### config.mk
export PLATFORM = sky130hd
export DESIGN_NAME = spk_word_seq
export DESIGN_NICKNAME = d
export VERILOG_FILES = /design/src/rtl/spk_seq_pkg.sv /design/src/rtl/spk_seq_next.sv /design/src/rtl/spk_seq_ptr.sv /design/src/rtl/spk_seq_rec.sv /design/src/rtl/spk_word_seq.sv
export SDC_FILE = /design/constraint.sdc
export NUM_CORES = 1
export LEC_CHECK = 0
export BUFFER_PORTS_ARGS = -buffer_cell sky130_fd_sc_hd__buf_4
export CELL_PAD_IN_SITES_DETAIL_PLACEMENT = 2
export CELL_PAD_IN_SITES_GLOBAL_PLACEMENT = 2
export CORE_MARGIN = 10
export CORE_UTILIZATION = 32
export CTS_CLUSTER_SIZE = 30
export DETAILED_ROUTE_END_ITERATION = 8
export GPL_ROUTABILITY_DRIVEN = 0
export GPL_TIMING_DRIVEN = 0
export PLACE_DENSITY_LB_ADDON = 0.1
export SKIP_CTS_REPAIR_TIMING = 1
export SYNTH_ARGS = -nofsm -noshare
export SYNTH_HDL_FRONTEND = slang
export SYNTH_SLANG_ARGS = --single-unit
### constraint.sdc
create_clock -name clk -period 2.05 [get_ports clk]
set_input_delay 0.41 -clock clk [delete_from_list [all_inputs] [get_ports clk]]
set_output_delay 0.41 -clock clk [all_outputs]
set_load 0.005 [all_outputs]
### src/rtl/spk_seq_pkg.sv
package spk_seq_pkg;
  localparam int WORD_W  = 6;
  localparam int DATA_W  = 8;
  localparam int NIB_W   = DATA_W / 2;
  localparam int ADDR_W  = DATA_W + NIB_W;
  localparam int BASE_W  = DATA_W + 1;
  localparam int SUB_W   = ADDR_W - BASE_W;
  localparam int LEN_W   = 7;
  localparam int FIELD_W = 5;
  localparam int LEN_SH  = LEN_W - FIELD_W;
  localparam int RPT_W   = 2;
  localparam int SAMP_W  = 4;
  localparam logic [SAMP_W-1:0] REST_LEVEL = SAMP_W'(7);

  typedef enum logic [2:0] {
    ST_IDLE   = 3'd0,
    ST_WAIT   = 3'd1,
    ST_PTR_HI = 3'd2,
    ST_PTR_LO = 3'd3,
    ST_BASE   = 3'd4,
    ST_CTRL   = 3'd5,
    ST_PLAY   = 3'd6,
    ST_DELAY  = 3'd7
  } seq_state_e;

  typedef struct packed {
    logic             stop;
    logic             voiced;
    logic             silence;
    logic [LEN_W-1:0] len_init;
    logic [RPT_W-1:0] rpt;
  } ctrl_rec_t;
endpackage

### src/rtl/spk_seq_next.sv
module spk_seq_next
  import spk_seq_pkg::*;
(
  input  seq_state_e state,
  input  logic       start,
  input  logic       len_carry,
  input  logic       stop,
  output seq_state_e nxt
);
  always_comb begin
    nxt = state;
    if (start) begin
      nxt = ST_WAIT;
    end else begin
      unique case (state)
        ST_IDLE:   nxt = ST_IDLE;
        ST_WAIT:   nxt = ST_PTR_HI;
        ST_PTR_HI: nxt = ST_PTR_LO;
        ST_PTR_LO: nxt = ST_BASE;
        ST_BASE:   nxt = ST_CTRL;
        ST_CTRL:   nxt = ST_PLAY;
        ST_PLAY:   nxt = len_carry ? (stop ? ST_DELAY : ST_BASE) : ST_PLAY;
        ST_DELAY:  nxt = ST_IDLE;
        default:   nxt = ST_IDLE;
      endcase
    end
  end
endmodule

### src/rtl/spk_seq_ptr.sv
module spk_seq_ptr
  import spk_seq_pkg::*;
(
  input  logic              clk,
  input  logic              rst_n,
  input  seq_state_e        state,
  input  logic [WORD_W-1:0] word_num,
  input  logic [DATA_W-1:0] rom_data,
  output logic [ADDR_W-1:0] ptr_q,
  output logic [ADDR_W-1:0] ptr_asm,
  output logic [WORD_W-1:0] word_q
);
  // low nibble of the pointer comes from the upper nibble of the second byte
  assign ptr_asm = ptr_q | ADDR_W'(rom_data[DATA_W-1 -: NIB_W]);

  always_ff @(posedge clk or negedge rst_n) begin
    if (!rst_n) begin
      ptr_q  <= '0;
      word_q <= '0;
    end else begin
      unique case (state)
        ST_WAIT:         word_q <= word_num;
        ST_PTR_HI:       ptr_q  <= {rom_data, {NIB_W{1'b0}}};
        ST_PTR_LO:       ptr_q  <= ptr_asm;
        ST_BASE, ST_CTRL: ptr_q <= ptr_q + ADDR_W'(1);
        default: ;
      endcase
    end
  end
endmodule

### src/rtl/spk_seq_rec.sv
module spk_seq_rec
  import spk_seq_pkg::*;
(
  input  logic              clk,
  input  logic              rst_n,
  input  seq_state_e        state,
  input  logic [DATA_W-1:0] rom_data,
  output logic [BASE_W-1:0] base_q,
  output logic              base_stb,
  output ctrl_rec_t         rec_q,
  output logic              rec_stb
);
  always_ff @(posedge clk or negedge rst_n) begin
    if (!rst_n) begin
      base_q   <= '0;
      base_stb <= 1'b0;
      rec_q    <= '0;
      rec_stb  <= 1'b0;
    end else begin
      base_stb <= (state == ST_BASE);
      rec_stb  <= (state == ST_CTRL);
      if (state == ST_BASE) base_q <= {rom_data, 1'b0};
      if (state == ST_CTRL) begin
        rec_q.stop     <= rom_data[7];
        rec_q.voiced   <= rom_data[6];
        rec_q.silence  <= rom_data[5];
        rec_q.len_init <= {rom_data[FIELD_W-1:0], {LEN_SH{1'b0}}};
        rec_q.rpt      <= rom_data[RPT_W-1:0];
      end
    end
  end
endmodule

### src/rtl/spk_word_seq.sv
module spk_word_seq
  import spk_seq_pkg::*;
(
  input  logic              clk,
  input  logic              rst_n,
  input  logic              start,
  input  logic [WORD_W-1:0] word_num,
  input  logic [DATA_W-1:0] rom_data,
  input  logic [ADDR_W-1:0] play_addr,
  input  logic              len_carry,
  input  logic [SAMP_W-1:0] dec_sample,
  output logic [ADDR_W-1:0] rom_addr,
  output logic              busy,
  output logic              play_en,
  output logic [SAMP_W-1:0] audio_out,
  output logic              dbase_load,
  output logic [BASE_W-1:0] data_base,
  output logic              ctrl_load,
  output logic              stop_flag,
  output logic              voiced_flag,
  output logic              silence_flag,
  output logic [LEN_W-1:0]  len_init,
  output logic [RPT_W-1:0]  rpt_reload
);
  seq_state_e        state, nxt;
  logic [ADDR_W-1:0] ptr_q, ptr_asm, addr_d;
  logic [WORD_W-1:0] word_q;
  ctrl_rec_t         rec_q;

  spk_seq_next u_next (
    .state(state), .start(start), .len_carry(len_carry),
    .stop(rec_q.stop), .nxt(nxt)
  );

  spk_seq_ptr u_ptr (
    .clk(clk), .rst_n(rst_n), .state(state), .word_num(word_num),
    .rom_data(rom_data), .ptr_q(ptr_q), .ptr_asm(ptr_asm), .word_q(word_q)
  );

  spk_seq_rec u_rec (
    .clk(clk), .rst_n(rst_n), .state(state), .rom_data(rom_data),
    .base_q(data_base), .base_stb(dbase_load), .rec_q(rec_q), .rec_stb(ctrl_load)
  );

  always_comb begin
    addr_d = rom_addr;
    unique case (state)
      ST_WAIT:   addr_d = ADDR_W'({word_num, 1'b0});
      ST_PTR_HI: addr_d = ADDR_W'({word_q, 1'b1});
      ST_PTR_LO: addr_d = ptr_asm;
      ST_BASE:   addr_d = ptr_q + ADDR_W'(1);
      ST_CTRL:   addr_d = {data_base, {SUB_W{1'b0}}};
      ST_PLAY:   addr_d = (len_carry && !rec_q.stop) ? ptr_q : play_addr;
      default: ;
    endcase
  end

  always_ff @(posedge clk or negedge rst_n) begin
    if (!rst_n) begin
      state    <= ST_IDLE;
      rom_addr <= '0;
      busy     <= 1'b0;
    end else begin
      state    <= nxt;
      rom_addr <= addr_d;
      if (nxt == ST_WAIT)       busy <= 1'b1;
      else if (state == ST_IDLE) busy <= 1'b0;
    end
  end

  assign play_en      = (state == ST_PLAY);
  assign audio_out    = play_en ? dec_sample : REST_LEVEL;
  assign stop_flag    = rec_q.stop;
  assign voiced_flag  = rec_q.voiced;
  assign silence_flag = rec_q.silence;
  assign len_init     = rec_q.len_init;
  assign rpt_reload   = rec_q.rpt;
endmodule

==> metrics.cfg <==
[run_status]
status=complete, but fails checks
violations=setup timing

[finish]
num-fill-cells=1133
multiInputGateArea_sq_mm=0.00169
diodes=0
synthToLayoutAreaGrowth_pct=27.3
layout.nets=474
seqCellArea_sq_mm=0.00130
finalCoreUtilization=0.418
drive_gt1_frac=0.332

[floorplanning]
pin_count=75
dieArea_sq_mm=0.0144
die_x_microns=120
initial_core_util=0.328
core-area_sq_mm=0.00973
die_h_microns=120
rows=36

[synth]
synth_top_family_by_area=compound AO/OA/AOI/OAI gates
synth-edff-count=0
syn-instance-count=357
synth_top_area_share=0.407
synth-async-reset-ratio=1.00
ys_seq_area_frac=0.407
yosysMostFrequentCell=dfrtp_1
synth.ff_latch_count=52
yosys.area_share.adder=0.00392
synth_compound_area_frac=0.214
syn_area_sq_mm=0.00320
synth_commonest_cells=52 x dfrtp_1, 46 x nand2_1, 28 x o21ai_0, 27 x a21oi_1, 22 x mux2_2
synthSimpleGateAreaFrac=0.168
avgSynthCellArea_sq_um=8.95
synthDistinctLibCells=52
synth_xor_area_frac=0.0274
synthFlopType=dfrtp_1
synthMuxAreaShare=0.106
synth_top_area_cell=dfrtp_1
synthTopCellsByArea=dfrtp_1 41%, mux2_2 7.8%, nand2_1 5.4%
yosys_warnings=0

[routing]
vias=3172
drtPass1Iterations=4
routedWlPerCell_microns=22.9
drtIter0Drc=146
viasPerCell=5.54
finalWirelength_microns=13100
drc=0
ant_nets=0

[place]
pre_cts_slack_ns=-0.172
hpwl_microns=9600
io_buffers=71

[global_route]
antenna_found_initial=0
grt_pass1_wl_microns=20700
grt_usage=0.181
overflow=0
grt_max_degree=53
grt_pass1_vias=3588

[pwr]
max-vdd-ir-drop_mv=0.490
cellPowerDensity_mw_per_mm2=1040
p_leak_uw=0.00178
finalPower_uw=4230

[setup_path]
cp.arrival_ns=1.69
worst_path_most_repeated_cell=buf_4
path_class=flip-flop to output port
crit_chain=buf_2 -> buf_4 -> or3_1 -> buf_4
cp-end-kind=output port
critPathRequiredTime_ns=1.64
cp-start-kind=flip-flop
crit_fanout=10
critPathSlowestCell=dfrtp_2
max_stage_delay_ns=0.45

[sta]
worst_pin_slew_ns=0.850
setup_viol=3
finalHoldViolCount=0
rsz0062_at_grt=true
max-slew-margin-rel=0.432
drv_slew=0
fin_crit_sh=1.02
layout_setup_ws_ns=-0.0462
fin_worst_skew_ns=0.0116
max_freq_mhz=477
post-route-min-period_ns=2.10

[clock_network]
clk_pin_slew_worst_paths_ns=0.10
clk_latency_ns=0.33
clkSinkCount=52
clk_path_buf_depth=2
htreeDepth=2
cts_buffers=5
clockRootBuffer=clkbuf_8
cts_tree=built

[job]
maxCapViolCount=0

[hold_path]
hp-class=primary input to async pin

==> state kept, by name (all words and copies together), names as in the netlist <==
name            flops
busy                1
rom_addr           12
state               3
u_ptr.ptr_q        12
u_ptr.word_q        6
u_rec.base_q        8
u_rec.base_stb      1
u_rec.rec_q         8
u_rec.rec_stb       1
==> layout by cell type (no fill, tap or decap), types with 6 or more instances in the layout <==
cell	n
mux2i_1	9
buf_4	86
clkbuf_8	6
nand2_1	44
mux2_2	22
dfrtp_1	50
xnor2_1	7
nor3_1	8
inv_1	7
nand3_1	8
buf_2	11
a21oi_1	27
nor2_1	20
a22oi_1	7
a221oi_1	7
o21ai_0	28
o22ai_1	15
==> power by group <==
part | switching, uW | internal, uW
clock network | 390 | 275
logic | 975 | 948
registers | 279 | 1360
==> logic make-up (layout without fill, tap and decap cells) <==
kind of cell    Yosys count  in the layout
other cells               1              3
compound gates          108            108
simple gates            111            111
xor+xnor                 10             10
buf+inv                  43            124
mux                      31             31
fa+ha+maj                 1              1
flops                    52             52
==> routing by layer <==
layer  GRT usage  share of wire  vias up  wire length [microns]
met1       0.232           0.46     1638                   5990
met3      0.0342          0.045       12                    596
met4      0.0437          0.014        0                    189
li1            -              -     1447                      -
met2       0.305           0.48       75                   6330
met5           0              0        -                      0
==> final timing paths <==
check	from	endpoint	slack, ns	cells past startpoint
setup / recovery	state[0]$_DFF_PN0_	audio_out[0]	-0.05	4
hold / removal	rst_n	rom_addr[8]$_DFFE_PN0P_	0.12	1
setup reg to reg	state[1]$_DFF_PN0_	u_ptr.word_q[5]$_DFFE_PN0N_	0.03	5
hold reg to reg	busy$_DFFE_PN0P_	busy$_DFFE_PN0P_	0.51	2
max in group asynchronous	rst_n	state[0]$_DFF_PN0_	1.37	1
min in group clk	start	state[2]$_DFF_PN0_	0.25	2
==> per-stage QoR <==
step | instance area, sq um | hold WS, ns | TNS (ns) | cells
final | 4070 | 0.117 | -0.124 | 573
after global routing | 4070 | 0.175 | -1.19 | 573
after CTS | 4000 | 0.153 | -1.74 | 571
after detailed placement | 3900 | 0.492 | -0.498 | 563
after global placement | 3900 | 0.466 | -0.489 | 563
after floorplan | 3200 | 0.114 | 0 | 359
==> critical path, delay by kind of cell, from the launching register on <==
family | cells | cell delay (ns)
buf+inv | 3 | 0.54
simple gates | 1 | 0.38
flops | 1 | 0.45
==> final cells by class <==
class	instances	area share
Timing Repair Buffer	74	0.137
Clock inverter	2	0.00369
Tap cell	133	0.0409
Buffer	34	0.0560
Sequential cell	52	0.321
Clock buffer	6	0.0203
Multi-Input combinational cell	264	0.414
Inverter	8	0.00738
No activity file was read; power rests on OpenSTA's default activity.
